**src/rtl/chsel_pkg.sv**
```systemverilog
package chsel_pkg;
   localparam int DATA_W = 8;
   localparam logic [3:0] ADDR_FIXED = 4'b1110;

   typedef enum logic [2:0] {
      ST_IDLE,
      ST_ADDR,
      ST_AACK,
      ST_WDATA,
      ST_WACK,
      ST_RDATA,
      ST_RACK,
      ST_IGNORE
   } chsel_state_e;
endpackage

```
**src/rtl/chsel_glitch_filter.sv**
```systemverilog
module chsel_glitch_filter #(
   parameter int SYNC_STAGES = 2,
   parameter int FILT_CYCLES = 11
) (
   input  logic clk,
   input  logic rst_n,
   input  logic line_i,
   output logic line_o
);
   localparam int CW = $clog2(FILT_CYCLES + 2);

   if (SYNC_STAGES < 2) begin : g_bad_sync
      $error("SYNC_STAGES must be at least 2");
   end

   logic [SYNC_STAGES-1:0] sync_q;

   always_ff @(posedge clk or negedge rst_n) begin
      if (!rst_n) sync_q <= '1;
      else        sync_q <= {sync_q[SYNC_STAGES-2:0], line_i};
   end

   if (FILT_CYCLES == 0) begin : g_pass
      assign line_o = sync_q[SYNC_STAGES-1];
   end else begin : g_persist
      logic [CW-1:0] run_q;
      always_ff @(posedge clk or negedge rst_n) begin
         if (!rst_n) begin
            run_q  <= '0;
            line_o <= 1'b1;
         end else if (sync_q[SYNC_STAGES-1] == line_o) begin
            run_q <= '0;
         end else if (run_q == CW'(FILT_CYCLES - 1)) begin
            run_q  <= '0;
            line_o <= sync_q[SYNC_STAGES-1];
         end else begin
            run_q <= run_q + 1'b1;
         end
      end
   end
endmodule

```
**src/rtl/chsel_bus_events.sv**
```systemverilog
module chsel_bus_events (
   input  logic clk,
   input  logic rst_n,
   input  logic scl_f,
   input  logic sda_f,
   output logic ev_start,
   output logic ev_stop,
   output logic scl_rise,
   output logic scl_fall
);
   logic scl_p, sda_p;

   always_ff @(posedge clk or negedge rst_n) begin
      if (!rst_n) begin
         scl_p <= 1'b1;
         sda_p <= 1'b1;
      end else begin
         scl_p <= scl_f;
         sda_p <= sda_f;
      end
   end

   assign ev_start = scl_f & scl_p & sda_p & ~sda_f;
   assign ev_stop  = scl_f & scl_p & ~sda_p & sda_f;
   assign scl_rise = scl_f & ~scl_p;
   assign scl_fall = ~scl_f & scl_p;
endmodule

```
**src/rtl/chsel_target_fsm.sv**
```systemverilog
module chsel_target_fsm
   import chsel_pkg::*;
#(
   parameter int CHAN_N = 4
) (
   input  logic              clk,
   input  logic              rst_n,
   input  logic [2:0]        strap_i,
   input  logic              sda_f,
   input  logic              ev_start,
   input  logic              ev_stop,
   input  logic              scl_rise,
   input  logic              scl_fall,
   output logic [CHAN_N-1:0] chan_en_o,
   output logic              sda_pull_o
);
   chsel_state_e        state;
   logic [3:0]          bit_cnt;
   logic [DATA_W-1:0]   shreg;
   logic                is_read, m_ack, pend_vld, pull_q;
   logic [CHAN_N-1:0]   pend_mask, act_mask;
   logic [DATA_W-1:0]   rd_byte;

   assign rd_byte    = DATA_W'(act_mask);
   assign chan_en_o  = act_mask;
   assign sda_pull_o = pull_q;

   always_ff @(posedge clk or negedge rst_n) begin
      if (!rst_n) begin
         state     <= ST_IDLE;
         bit_cnt   <= '0;
         shreg     <= '0;
         is_read   <= 1'b0;
         m_ack     <= 1'b0;
         pend_mask <= '0;
         pend_vld  <= 1'b0;
         act_mask  <= '0;
         pull_q    <= 1'b0;
      end else if (ev_start) begin
         state   <= ST_ADDR;
         bit_cnt <= '0;
         pull_q  <= 1'b0;
      end else if (ev_stop) begin
         state  <= ST_IDLE;
         pull_q <= 1'b0;
         if (pend_vld) begin
            act_mask <= pend_mask;
            pend_vld <= 1'b0;
         end
      end else begin
         case (state)
            ST_ADDR, ST_WDATA: begin
               if (scl_rise) begin
                  shreg   <= {shreg[DATA_W-2:0], sda_f};
                  bit_cnt <= bit_cnt + 1'b1;
               end else if (scl_fall && bit_cnt == 4'd8) begin
                  if (state == ST_WDATA) begin
                     pend_mask <= shreg[CHAN_N-1:0];
                     pend_vld  <= 1'b1;
                     pull_q    <= 1'b1;
                     state     <= ST_WACK;
                  end else if (shreg[7:1] == {ADDR_FIXED, strap_i}) begin
                     is_read <= shreg[0];
                     pull_q  <= 1'b1;
                     state   <= ST_AACK;
                  end else begin
                     state <= ST_IGNORE;
                  end
               end
            end
            ST_AACK: begin
               if (scl_fall) begin
                  bit_cnt <= '0;
                  if (is_read) begin
                     state  <= ST_RDATA;
                     shreg  <= rd_byte;
                     pull_q <= ~rd_byte[DATA_W-1];
                  end else begin
                     state  <= ST_WDATA;
                     pull_q <= 1'b0;
                  end
               end
            end
            ST_WACK: begin
               if (scl_fall) begin
                  pull_q  <= 1'b0;
                  bit_cnt <= '0;
                  state   <= ST_WDATA;
               end
            end
            ST_RDATA: begin
               if (scl_fall) begin
                  if (bit_cnt == 4'd7) begin
                     pull_q  <= 1'b0;
                     bit_cnt <= '0;
                     state   <= ST_RACK;
                  end else begin
                     bit_cnt <= bit_cnt + 1'b1;
                     shreg   <= {shreg[DATA_W-2:0], 1'b0};
                     pull_q  <= ~shreg[DATA_W-2];
                  end
               end
            end
            ST_RACK: begin
               if (scl_rise) begin
                  m_ack <= ~sda_f;
               end else if (scl_fall) begin
                  if (m_ack) begin
                     state  <= ST_RDATA;
                     shreg  <= rd_byte;
                     pull_q <= ~rd_byte[DATA_W-1];
                  end else begin
                     state <= ST_IGNORE;
                  end
               end
            end
            default: ;
         endcase
      end
   end
endmodule

```
**src/rtl/chsel_switch_ctrl.sv**
```systemverilog
module chsel_switch_ctrl #(
   parameter int CHAN_N        = 4,
   parameter int CLK_PERIOD_NS = 5,
   parameter int GLITCH_NS     = 50,
   parameter int SYNC_STAGES   = 2
) (
   input  logic              clk,
   input  logic              rst_n,
   input  logic              scl_i,
   input  logic              sda_i,
   input  logic [2:0]        strap_i,
   output logic [CHAN_N-1:0] chan_en_o,
   output logic              sda_pull_o
);
   localparam int FILT_CYCLES = (GLITCH_NS + CLK_PERIOD_NS - 1) / CLK_PERIOD_NS + 1;

   if (CHAN_N < 1 || CHAN_N > 8) begin : g_bad_chan
      $error("CHAN_N must lie between 1 and 8");
   end
   if (CLK_PERIOD_NS < 1) begin : g_bad_clk
      $error("CLK_PERIOD_NS must be positive");
   end

   logic [1:0] line_raw, line_flt;
   logic       ev_start, ev_stop, scl_rise, scl_fall;

   assign line_raw = {sda_i, scl_i};

   for (genvar i = 0; i < 2; i++) begin : g_line
      chsel_glitch_filter #(
         .SYNC_STAGES(SYNC_STAGES),
         .FILT_CYCLES(FILT_CYCLES)
      ) u_filt (
         .clk   (clk),
         .rst_n (rst_n),
         .line_i(line_raw[i]),
         .line_o(line_flt[i])
      );
   end

   chsel_bus_events u_events (
      .clk     (clk),
      .rst_n   (rst_n),
      .scl_f   (line_flt[0]),
      .sda_f   (line_flt[1]),
      .ev_start(ev_start),
      .ev_stop (ev_stop),
      .scl_rise(scl_rise),
      .scl_fall(scl_fall)
   );

   chsel_target_fsm #(.CHAN_N(CHAN_N)) u_fsm (
      .clk       (clk),
      .rst_n     (rst_n),
      .strap_i   (strap_i),
      .sda_f     (line_flt[1]),
      .ev_start  (ev_start),
      .ev_stop   (ev_stop),
      .scl_rise  (scl_rise),
      .scl_fall  (scl_fall),
      .chan_en_o (chan_en_o),
      .sda_pull_o(sda_pull_o)
   );
endmodule

```
**config.mk**
```make
export PLATFORM = sky130hd
export DESIGN_NAME = chsel_switch_ctrl
export DESIGN_NICKNAME = d
export VERILOG_FILES = /design/src/rtl/chsel_pkg.sv /design/src/rtl/chsel_glitch_filter.sv /design/src/rtl/chsel_bus_events.sv /design/src/rtl/chsel_target_fsm.sv /design/src/rtl/chsel_switch_ctrl.sv
export SDC_FILE = /design/constraint.sdc
export NUM_CORES = 1
export LEC_CHECK = 0
export BUFFER_PORTS_ARGS = -buffer_cell sky130_fd_sc_hd__buf_2
export CORE_MARGIN = 5
export CORE_UTILIZATION = 50
export CTS_BUF_LIST = sky130_fd_sc_hd__clkbuf_2 sky130_fd_sc_hd__clkbuf_4 sky130_fd_sc_hd__clkbuf_8
export CTS_CLUSTER_DIAMETER = 120
export DETAILED_ROUTE_END_ITERATION = 6
export GPL_ROUTABILITY_DRIVEN = 0
export PLACE_DENSITY = 0.67
export SYNTH_ARGS = -nofsm -noshare
export SYNTH_HDL_FRONTEND = slang
export SYNTH_SLANG_ARGS = --single-unit
```
**constraint.sdc**
```tcl
create_clock -name clk -period 2.4 [get_ports clk]
set_input_delay 0 -clock clk [delete_from_list [all_inputs] [get_ports clk]]
set_output_delay 0 -clock clk [all_outputs]
set_load 0.01 [all_outputs]
```
Word level (Yosys, flattened, before mapping). Cells that the tools add are included.

Register bits: 43. Latch bits: 0. RAM bits: 0. Memory bits (read-only): 0. Bits of input ports: 7. Output and inout port bits: 5. Word-level logic and storage cells: 149. Memories: 0.

Add/subtract/negate cells: 3. $mul: 0. Divide/modulo/power cells: 0. Magnitude comparators: 0. Eq/ne operators: 36. Shift-type cells: 0. Muxes and demuxes: 55. Bitwise operators: 18. Reduce and logical (&&, ||, !) cells: 20.

Operators with widths (number): $mux W8 (8); $mux W4 (10); $mux W3 (13); $pmux W8 S4 (1); $ne A4 B3 Y1 const B (7); $mux W1 (19); $pmux W3 S5 (1); $add A4 B1 Y4 const B (3); $eq A4 B4 Y1 const B (3); $pmux W4 S3 (1); $not A1 Y1 (11); $reduce_and A11 Y1 (1); $ne A2 B1 Y1 const B (5); $ne A2 B2 Y1 const B (5); $reduce_and A10 Y1 (1); $reduce_and A5 Y1 (2); $eq A3 B3 Y1 const B (3); $reduce_and A9 Y1 (1); $ne A4 B4 Y1 const B (2); $reduce_bool A4 Y1 (2); $and A1 B1 Y1 (7); $eq A7 B7 Y1 (1); $reduce_and A7 Y1 (1); $reduce_bool A7 Y1 (1); 17 further kinds (23).

Longest topological paths before layout. Gate-level depths: netlist of run 1.

Depth after elaboration: 8. Depth in mapped cells: 7. Mapped depth without buffers: 7.

By module. Synthesis of run 1 repeated with hierarchy kept, for this count alone.

Cells, all modules: 206. Area, all modules: 2255.9 um^2.

By module, submodules not included: chsel_target_fsm (instances 1, cells an instance 155, area each 1574.0 um^2, seq. area each 675.6 um^2); chsel_glitch_filter (g_line[1].u_filt) (instances 1, cells an instance 24, area each 301.5 um^2, seq. area each 178.9 um^2); chsel_glitch_filter (g_line[0].u_filt) (instances 1, cells an instance 21, area each 292.8 um^2, seq. area each 178.9 um^2); chsel_bus_events (instances 1, cells an instance 6, area each 87.6 um^2, seq. area each 52.6 um^2).

Least setup slack after synthesis of run 1. OpenSTA, ideal clock, no wires.

Path type: register -> register. From: register g_line[0].u_filt.line_o. To: register u_fsm.shreg[0]. Setup time: 125 ps. Arrival: 1573 ps. Data required time: 2275 ps. Path slack: 702 ps. Cell stages (with the launch flop): 7. Path buffers: 1. Period minus slack after synthesis: 1698 ps. Cell sequence: dfstp_2 buf_2 nand2_1 and2b_4 a21oi_4 o211ai_4 mux2_4.

Longest elaborated chain between the ends: 5. Elaborated cells between the ends (all ways): 16. Those cells by class: eq/ne (5); bitwise (10); reduce/logical (1).

RTL lines: start: declaration (RTL line chsel_glitch_filter.sv:8) `output logic line_o`; start signal: assignment (RTL line chsel_glitch_filter.sv:35) `line_o <= sync_q[SYNC_STAGES-1];`; $and A1 B1 Y1 (RTL line chsel_bus_events.sv:23, chsel_bus_events.sv:24); $and A1 B1 Y1, on equally long branches (2 in a row) (RTL line chsel_bus_events.sv:24, chsel_bus_events.sv:23); $not A1 Y1 (no line); $reduce_and A11 Y1 (no line) *; end signal: assignment (RTL line chsel_target_fsm.sv:54) `shreg <= {shreg[DATA_W-2:0], sda_f};`; end signal: assignment (RTL line chsel_target_fsm.sv:76) `shreg <= rd_byte;`; end signal: assignment (RTL line chsel_target_fsm.sv:99) `shreg <= {shreg[DATA_W-2:0], 1'b0};`; end: declaration (RTL line chsel_target_fsm.sv:19) `logic [DATA_W-1:0] shreg;`.

Every way passes the cells marked *; elsewhere a longest branch is shown, timed or not. A chain may end at the register's enable or synchronous reset.

Worst setup path in the final report of run 1.
From: register g_line[0].u_filt.line_o. To: register u_fsm.shreg[1].

Same word-level chain as after synthesis.

==> impl_metrics.toml, run 1 <==
[status]
run_status = "finished clean"

[final_layout]
drive_above_1_share_pct = 23.8
final_cell_mix = "35 x dfrtp_1, 24 x nor2_1, 19 x nand2_1"
utilization_pct = 56.1
diodes = 0
nFillCells = 429
areaGrowthSynthToFinish_pct = 9.99
fin_area_um2 = 2630
mostFrequentLayoutCell = "dfrtp_1"
nNetsFinal = 256

[run]
cap_viol_max_count = 0

[clock_tree]
worstSkewPairLatency_ns = 0.29
post_cts_buffers = 0
clk_pin_slew_ns = 0.08
htree_levels = 2
cts_tree = "done"
cts_num_sinks = 43
cts_buffers = 5
root_buffer = "clkbuf_8"
ctsLongestPathBuffers = 2

[synthesis]
synth_top_cell_area_share_pct = 36.6
synth_edf_count = 0
ys_seq_area_share_pct = 45.4
synth_area_leaders = "dfrtp_1 37%, dfstp_2 8.8%, mux2_4 3.8%"
syn_avg_cell_area_um2 = 10.5
ys_seq_elements = 43
synth_area_um2 = 2390
synth-async-reset-ratio_pct = 100
yosysUniqueCellTypes = 56
synthCells = 228
yosys.area.top_type = "dfrtp_1"
synthesis.nets = 241
synthFlopType = "dfrtp_1"
synth_warnings = 0

[floorplan]
die_x_um = 79.2
die_h_um = 79.2
core_area_um2 = 4690
die_area_um2 = 6260
initial_core_util_pct = 51.0
ios = 12
fp-row-count = 25

[global_routing]
grt_max_degree = 44
grtUsageMet1_pct = 22.6
antenna_found_initial = 0
grt_use_met2_pct = 23.8
globalRouteOverflowTotal = 0
grt_pass1_vias = 1631
grt.total_usage_pct = 16.1
gr-max-usage-layer = "met2"
grt_pass1_wl_mm = 7.89
global_route.usage.met3_pct = 3.51

[worst_setup_path]
path_max_fanout = 14
rrSetupSlack_ns = 0.44
critPathCaptureType = "flop"
r2r_end = "u_fsm.shreg[1]"
r2r.worst_path.cells = 4
cp.arrival_ns = 2.14
cp_data_required_time_ns = 2.58
path_class = "flop to flop"
start_kind = "flop"
r2r_start = "g_line[0].u_filt.line_o"

[placement]
dpl-instance-area_um2 = 2480
port_buffers = 11
dp_hpwl_mm = 3.17

[power]
power.share.sequential_pct = 53.2
p_int_mw = 1.14
fin_total_pwr_mw = 1.47
power_frac_clock_pct = 40.4
combPwrFrac_pct = 6.4
switching_share_pct = 22.6
ir_drop_mv = 0.293
pwr_density_cell_nw_per_um2 = 560
power.switching_mw = 0.332
leakage_nw = 1.28

[worst_hold_path]
worstHoldStart = "scl_i"
min_path_type = "primary input to flop"
holdPathEnd = "g_line[0].u_filt.sync_q[0]"
hold_depth = 2

[routing]
detail_route.vias_per_cell = 5.53
routedWlPerCell_um = 14.8
antenna_left = 0
vias = 1648
drt_iter0_drc = 99
dr.pass1.iters = 4
wl_mm = 4.41
drcViolationCount = 0

[sta]
rsz0062_at_grt = "no"
fmax_mhz = 511
tightest_slew_ns = 0.899
hold_viol = 0
tns_ns = 0
setup_viol = 0
finalClockSkew_ns = 0.00482
period_share_pct = 81.6
slew_headroom_pct = 40.1
period_needed_ns = 1.96
maxSlewViolCount = 0
[metal layers]
metal  share of wire, %  routed length, um
met1                 50               2190
met2                 44               1940
met3                3.0                131
met4                3.4                150
met5                  0                  0
[sequential cells by signal, summed over array words and instances (netlist names)]
name / cells
u_fsm.shreg: 8
u_fsm.is_read: 1
u_fsm.chan_en_o: 4
u_fsm.pend_vld: 1
g_line.u_filt.sync_q: 4
g_line.u_filt.line_o: 2
u_fsm.pend_mask: 4
u_events.sda_p: 1
u_events.scl_p: 1
u_fsm.sda_pull_o: 1
u_fsm.state: 3
g_line.u_filt.g_persist.run_q: 8
u_fsm.m_ack: 1
u_fsm.bit_cnt: 4
[critical path, stage by stage (launching register included)]
cell,delay [ns]
dfstp_2,0.66
and2b_4,0.25
and3_4,0.19
o211ai_4,0.40
mux2_4,0.34
[metrics by stage]
step	cells	hold WS [ns]	setup WS, ns
after floorplan	228	-0.296	0.702
final	298	0.350	0.442
after global placement	287	0.104	0.446
after detailed placement	287	0.106	0.430
after CTS	298	0.339	0.420
after global routing	298	0.359	0.238
[synthesized netlist by cell type, types with 6 or more instances]
library cell	number
mux2_4	6
ha_1	6
dfstp_2	8
nand2b_1	6
dfrtp_1	35
nand3_1	12
o21ai_0	8
mux2_2	7
nand2_1	19
xnor2_1	6
nor2_1	24
inv_1	8
[cells by family (layout without fill, tap and decap cells)]
family	count (synthesis)	in the layout	share of synthesized area, %
muxes	20	20	10.3
AOI/OAI and AO/OA	41	41	12.7
DFF	43	43	45.4
xor gates and xnor gates	11	11	4.03
and+or+nand+nor	87	87	20.0
adders and majority gates	6	6	3.14
buffers and inverters	20	36	4.45
[worst max-delay path by stage]
stage                                  startpoint          endpoint  slack (ns)  cells after the start
after floorplan           g_line[0].u_filt.line_o    u_fsm.shreg[0]        0.70                      6
after global routing               u_fsm.state[0]  u_fsm.sda_pull_o        0.24                      5
after CTS                          u_fsm.state[0]    u_fsm.shreg[1]        0.42                      4
after detailed placement           u_fsm.state[0]    u_fsm.shreg[1]        0.43                      4
after global placement             u_fsm.state[0]    u_fsm.shreg[1]        0.45                      4
final                     g_line[0].u_filt.line_o    u_fsm.shreg[1]        0.44                      4
[area by class of cell]
| class | instances | area, um^2 | share of cell area (%) |
|---|---|---|---|
| clock buffer | 6 | 82.6 | 3.14 |
| clock inverter | 2 | 38.8 | 1.47 |
| inverter | 9 | 33.8 | 1.28 |
| multi-input combinational | 165 | 1200 | 45.6 |
| sequential | 43 | 1090 | 41.3 |
| tap | 54 | 67.6 | 2.57 |
| timing repair buffer | 19 | 123 | 4.66 |
[power by group through the flow]
stage	registers (mW)	logic [mW]	clock network (mW)
final	0.784	0.0941	0.595
after global routing	0.790	0.114	0.649
after floorplan	0.788	0.0676	0
after CTS	0.784	0.0975	0.616
after global placement	0.796	0.0911	0
after detailed placement	0.798	0.0937	0
[what timing repair did]
action                                  CTS  global route
hold buffers                              3             0
endpoints found under the setup margin    0             0
resized for setup                         0             0
endpoints found under the hold margin    37             0
No activity file was read; power rests on OpenSTA's default activity.
==> run 2: changes to the inputs <==
==> constraint.sdc (replaced) <==
create_clock -name clk -period 1.82 [get_ports clk]
set_input_delay 0 -clock clk [delete_from_list [all_inputs] [get_ports clk]]
set_output_delay 0 -clock clk [all_outputs]
set_load 0.01 [all_outputs]
==> impl_metrics.toml, run 2 (same netlist as run 1, synthesis figures left out) <==
[final_layout]
final_cell_mix = "34 x dfrtp_1, 29 x buf_4, 24 x nor2_1"
utilization_pct = 60.7
drive_above_1_share_pct = 31.7
nNetsFinal = 283
diodes = 0
fin_cells = 325
mostFrequentLayoutCell = "dfrtp_1"
reg.largest.list = "g_line.u_filt.g_persist.run_q x8, u_fsm.shreg x8"
areaGrowthSynthToFinish_pct = 19.1
fin_area_um2 = 2850

[placement]
dp_hpwl_mm = 3.70
port_buffers = 11
dpl-instance-area_um2 = 2670
post-place-ws_ns = 0.0370
dp.cells = 311

[sta]
hold_viol = 0
worst_slack_ns = 0.0453
tns_ns = 0
holdWs_ns = 0.267
rsz0062_at_grt = "yes"
slew_headroom_pct = 64.4
tightest_slew_ns = 0.534
setup_viol = 0
period_needed_ns = 1.77
maxSlewViolCount = 0
finalClockSkew_ns = 0.00900
fmax_mhz = 563
period_share_pct = 97.5

[worst_setup_path]
crit_family = "simple AND/OR/NAND/NOR gates"
critPathCaptureType = "flop"
path_class = "flop to flop"
crit_chain = "inv_1 > ha_1 > nand3b_1 > or2_1 > nor3_4 > buf_6 > mux2_1"
cpPeakStageDelay_ns = 0.42
cp_data_required_time_ns = 2.00
slowest_stage = "dfrtp_1"
r2r_start = "u_fsm.bit_cnt[1]"
cp.arrival_ns = 1.95
startpoint = "u_fsm.bit_cnt[1]"
path_buf_inv = 2
start_kind = "flop"
path_max_fanout = 5

[clock_tree]
ctsLongestPathBuffers = 2
worstSkewPairLatency_ns = 0.30
cts_buffers = 5
cts_num_sinks = 43
cts_tree = "done"
root_buffer = "clkbuf_8"
clk_pin_slew_ns = 0.09
htree_levels = 2

[routing]
detail_route.vias_per_cell = 5.59
dr.pass1.iters = 4
drcViolationCount = 0
drt_iter0_drc = 132
antenna_left = 0
vias = 1817
routedWlPerCell_um = 16.0
wl_mm = 5.21

[floorplan]
ios = 12
die_area_um2 = 6260
die_x_um = 79.2
fp-row-count = 25
die_h_um = 79.2
initial_core_util_pct = 51.0
core_area_um2 = 4690

[global_routing]
grt.total_usage_pct = 18.6
grt_pass1_wl_mm = 9.09
grt_pass1_vias = 1831
globalRouteOverflowTotal = 0
antenna_found_initial = 0
grt_max_degree = 44

[worst_hold_path]
min_path_type = "primary input to flop"
worstHoldStart = "strap_i[0]"

[run]
cap_viol_max_count = 0

[status]
run_status = "finished clean"

[power]
leakage_nw = 1.42
fin_total_pwr_mw = 1.99
ir_drop_mv = 0.649
pwr_density_cell_nw_per_um2 = 698
run 2: cell count changes in the layout (fill, tap and decap cells not counted), sizes merged:
cell    previous run  this run
clkbuf             6         7
buf               16        42
run 2: final cells by class:
cell class / instances / area (um^2)
Clock inverter: 2 / 38.8
Timing Repair Buffer: 46 / 339
Sequential cell: 43 / 1090
Multi-Input combinational cell: 165 / 1200
Fill cell: 414 / 1840
Tap cell: 54 / 67.6
Inverter: 9 / 33.8
Clock buffer: 6 / 82.6
run 2: final timing paths:
check	endpoint	slack, ns	depth (start not counted)
setup reg to reg	u_fsm.pend_mask[0]	0.05	7
max in group asynchronous	u_fsm.state[2]	1.13	3
setup / recovery	u_fsm.pend_mask[0]	0.05	7
min in group asynchronous	u_fsm.bit_cnt[2]	0.29	3
hold / removal	u_fsm.is_read	0.27	5
hold reg to reg	g_line[0].u_filt.sync_q[1]	0.36	0
run 2: what timing repair did:
item	CTS	global route
hold buffers	3	0
endpoints found under the hold margin	37	0
setup endpoints to repair	0	12
gates resized for setup	0	2
buffers inserted	0	3
run 2: worst register-to-register path, delay by kind of cell (launching register included):
family / cells / cell delay (ns)
muxes: 1 / 0.33
and+or+nand+nor: 3 / 0.53
DFF: 1 / 0.42
adders and majority gates: 1 / 0.15
buffers and inverters: 2 / 0.23
run 2: per-layer routing:
layer	global-route usage, %	up-vias	wire (um)
li1	-	876	-
met1	25.5	884	2360
met4	7.39	0	112
met5	0	-	0
met2	28.8	45	2540
met3	3.74	12	199
run 2: where the power goes:
part / internal [mW] / leakage, nW / switching, mW
clock network: 0.452 / 0.0618 / 0.348
registers: 0.996 / 0.554 / 0.0322
logic: 0.0772 / 0.807 / 0.0820
total: 1.53 / 1.42 / 0.462
==> run 3: changes to the inputs <==
--- a/config.mk
+++ b/config.mk
@@ -5,6 +5,7 @@
 export SDC_FILE = /design/constraint.sdc
 export NUM_CORES = 1
 export LEC_CHECK = 0
+export ABC_AREA = 1
 export BUFFER_PORTS_ARGS = -buffer_cell sky130_fd_sc_hd__buf_2
 export CORE_MARGIN = 5
 export CORE_UTILIZATION = 50
==> impl_metrics.toml, run 3 <==
[synthesis]
synth.most_common_cell = "nand2_1"
synth_top_family_by_area = "simple AND/OR/NAND/NOR gates"
synth-async-reset-ratio_pct = 100
synthCells = 279
synth_area_um2 = 2220
synth-xor-area-share_pct = 1.58
synthFlopType = "dfrtp_1"
ys_seq_elements = 43
syn_avg_cell_area_um2 = 7.96
muxShareOfSynthArea_pct = 2.03
ys_seq_area_share_pct = 48.9
yosys.area.top_type = "dfrtp_1"
synth_top_cell_area_share_pct = 39.4
yosys.area_share.adder_pct = 3.38
synth_warnings = 0
yosysUniqueCellTypes = 28
synth_area_leaders = "dfrtp_1 39%, nand2_1 14%, dfstp_2 9.5%"
synth_edf_count = 0
yosys.area_share.simple_pct = 27.7
synth_common_cells = "84 x nand2_1, 39 x inv_1, 35 x dfrtp_1"
synth_compound_area_share_pct = 9.35
synthesis.nets = 292

[final_layout]
mostFrequentLayoutCell = "nand2_1"
areaGrowthSynthToFinish_pct = 16.9
nNetsFinal = 324
final_cell_mix = "82 x nand2_1, 39 x inv_1, 34 x dfrtp_1"
regArea_um2 = 1090
drive_above_1_share_pct = 18.3
diodes = 0
fin_cells = 364
multi_input_comb_area_um2 = 991
reg.largest.list = "g_line.u_filt.g_persist.run_q x8, u_fsm.shreg x8"
nFillCells = 400

[sta]
tightest_slew_ns = 0.473
period_needed_ns = 1.67
finalClockSkew_ns = 0.00683
period_share_pct = 91.5
rsz0062_at_grt = "no"
setup_viol = 0
tns_ns = 0
hold_viol = 0
maxSlewViolCount = 0
slew_headroom_pct = 68.1
holdWs_ns = 0.206
fmax_mhz = 600

[worst_setup_path]
critPathCaptureType = "flop"
cp_data_required_time_ns = 2.06
r2r_end = "u_fsm.bit_cnt[3]"
start_kind = "flop"
path_max_fanout = 6
path_class = "flop to flop"
cp.arrival_ns = 1.90
r2r.worst_path.cells = 10
rrSetupSlack_ns = 0.15
r2r_start = "g_line[0].u_filt.line_o"

[placement]
dp.cells = 353
port_buffers = 11
dp_hpwl_mm = 3.26

[power]
leakage_nw = 1.37
pwr_density_cell_nw_per_um2 = 731
ir_drop_mv = 0.445
fin_total_pwr_mw = 1.90

[routing]
wl_mm = 4.31
detail_route.vias_per_cell = 4.99
routedWlPerCell_um = 11.8
drt_iter0_drc = 128
vias = 1817
dr.pass1.iters = 6
antenna_left = 0
drcViolationCount = 0

[clock_tree]
clk_pin_slew_ns = 0.08
post_cts_buffers = 0
htree_levels = 2
cts_tree = "done"
worstSkewPairLatency_ns = 0.29
cts_buffers = 5
ctsLongestPathBuffers = 2
root_buffer = "clkbuf_8"
cts_num_sinks = 43

[global_routing]
grt_pass1_wl_mm = 7.65
antenna_found_initial = 0
grt_pass1_vias = 1726
grt_max_degree = 44
globalRouteOverflowTotal = 0
grt.total_usage_pct = 15.7

[floorplan]
ios = 12
die_h_um = 76.7
initial_core_util_pct = 51.4
core_area_um2 = 4320
die_area_um2 = 5880
die_x_um = 76.7
fp-row-count = 24

[worst_hold_path]
min_path_type = "primary input to async pin"

[status]
run_status = "finished clean"

[run]
cap_viol_max_count = 0
-- run 3: cell count changes after synthesis, moves of 5 or more --
cell | previous run | this run
nand2_1 | 19 | 84
inv_1 | 8 | 39
o21ai_0 | 8 | 24
nand3_1 | 12 | 26
mux2_4 | 6 | 0
nand2b_1 | 6 | 0
buf_4 | 5 | 0
mux2_1 | 5 | 0
-- run 3: timing repair --
| action | 4_1_cts | 5_1_grt |
|---|---|---|
| setup endpoints to repair | 0 | 5 |
| resized for setup | 0 | 4 |
| hold buffers | 3 | 0 |
| endpoints found under the hold margin | 45 | 0 |
-- run 3: layout make-up --
cell class	count	area share [%]
Sequential cell	43	41.9
Inverter	41	5.92
Tap cell	52	2.50
Clock buffer	5	2.65
Multi-Input combinational cell	194	38.2
Clock inverter	3	1.69
Timing Repair Buffer	26	7.23
-- run 3: how the worst max path moves through the flow --
stage | startpoint | endpoint | slack, ns | depth (start not counted)
floorplan | g_line[1].u_filt.line_o | u_fsm.shreg[0] | 0.24 | 7
global placement | u_fsm.state[0] | u_fsm.shreg[6] | 0.17 | 9
detailed placement | g_line[0].u_filt.line_o | u_fsm.state[2] | 0.15 | 8
CTS | g_line[0].u_filt.line_o | u_fsm.state[2] | 0.12 | 8
global route | g_line[0].u_filt.line_o | u_fsm.bit_cnt[2] | 0.02 | 8
finish | g_line[0].u_filt.line_o | u_fsm.bit_cnt[3] | 0.15 | 10
-- run 3: cells by family (layout without fill, tap and decap cells) --
family,Yosys count,in the layout
simple gates,144,144
mux,4,4
compound gates,36,36
xor+xnor,4,4
fa+ha+maj,6,6
buf+inv,42,75
flops,43,43
-- run 3: stage by stage --
stage	setup slack [ns]	cell area [um^2]	util (%)
2_1_floorplan	0.241	2220	-
3_3_place_gp	0.170	2440	56.5
3_5_place_dp	0.153	2440	56.5
4_1_cts	0.116	2580	59.8
5_1_grt	0.0229	2600	60.1
6_report	0.154	2600	60.1
-- run 3: power by group --
group | total, mW | switching, mW | internal [mW]
Clock | 0.737 | 0.328 | 0.409
Combinational | 0.135 | 0.0794 | 0.0553
Sequential | 1.03 | 0.0276 | 1.00
Total | 1.90 | 0.435 | 1.46
-- run 3: routing by layer --
| layer | global-route usage [%] | up-vias | part of all wire, % |
|---|---|---|---|
| met5 | 0 | - | 0 |
| met4 | 3.85 | 0 | 1.5 |
| met3 | 3.75 | 6 | 3.6 |
| met2 | 23.9 | 36 | 45 |
| met1 | 22.5 | 825 | 50 |
| li1 | - | 950 | - |
-- run 3: worst max-delay path, stage by stage, from the launching register on --
cell     delay (ns)
dfstp_2        0.58
inv_1          0.07
nand2_1        0.11
inv_1          0.11
nand3_1        0.09
o21ai_0        0.19
nor2_1         0.18
inv_1          0.10
o21ai_0        0.08
nand2_1        0.07
inv_1          0.05
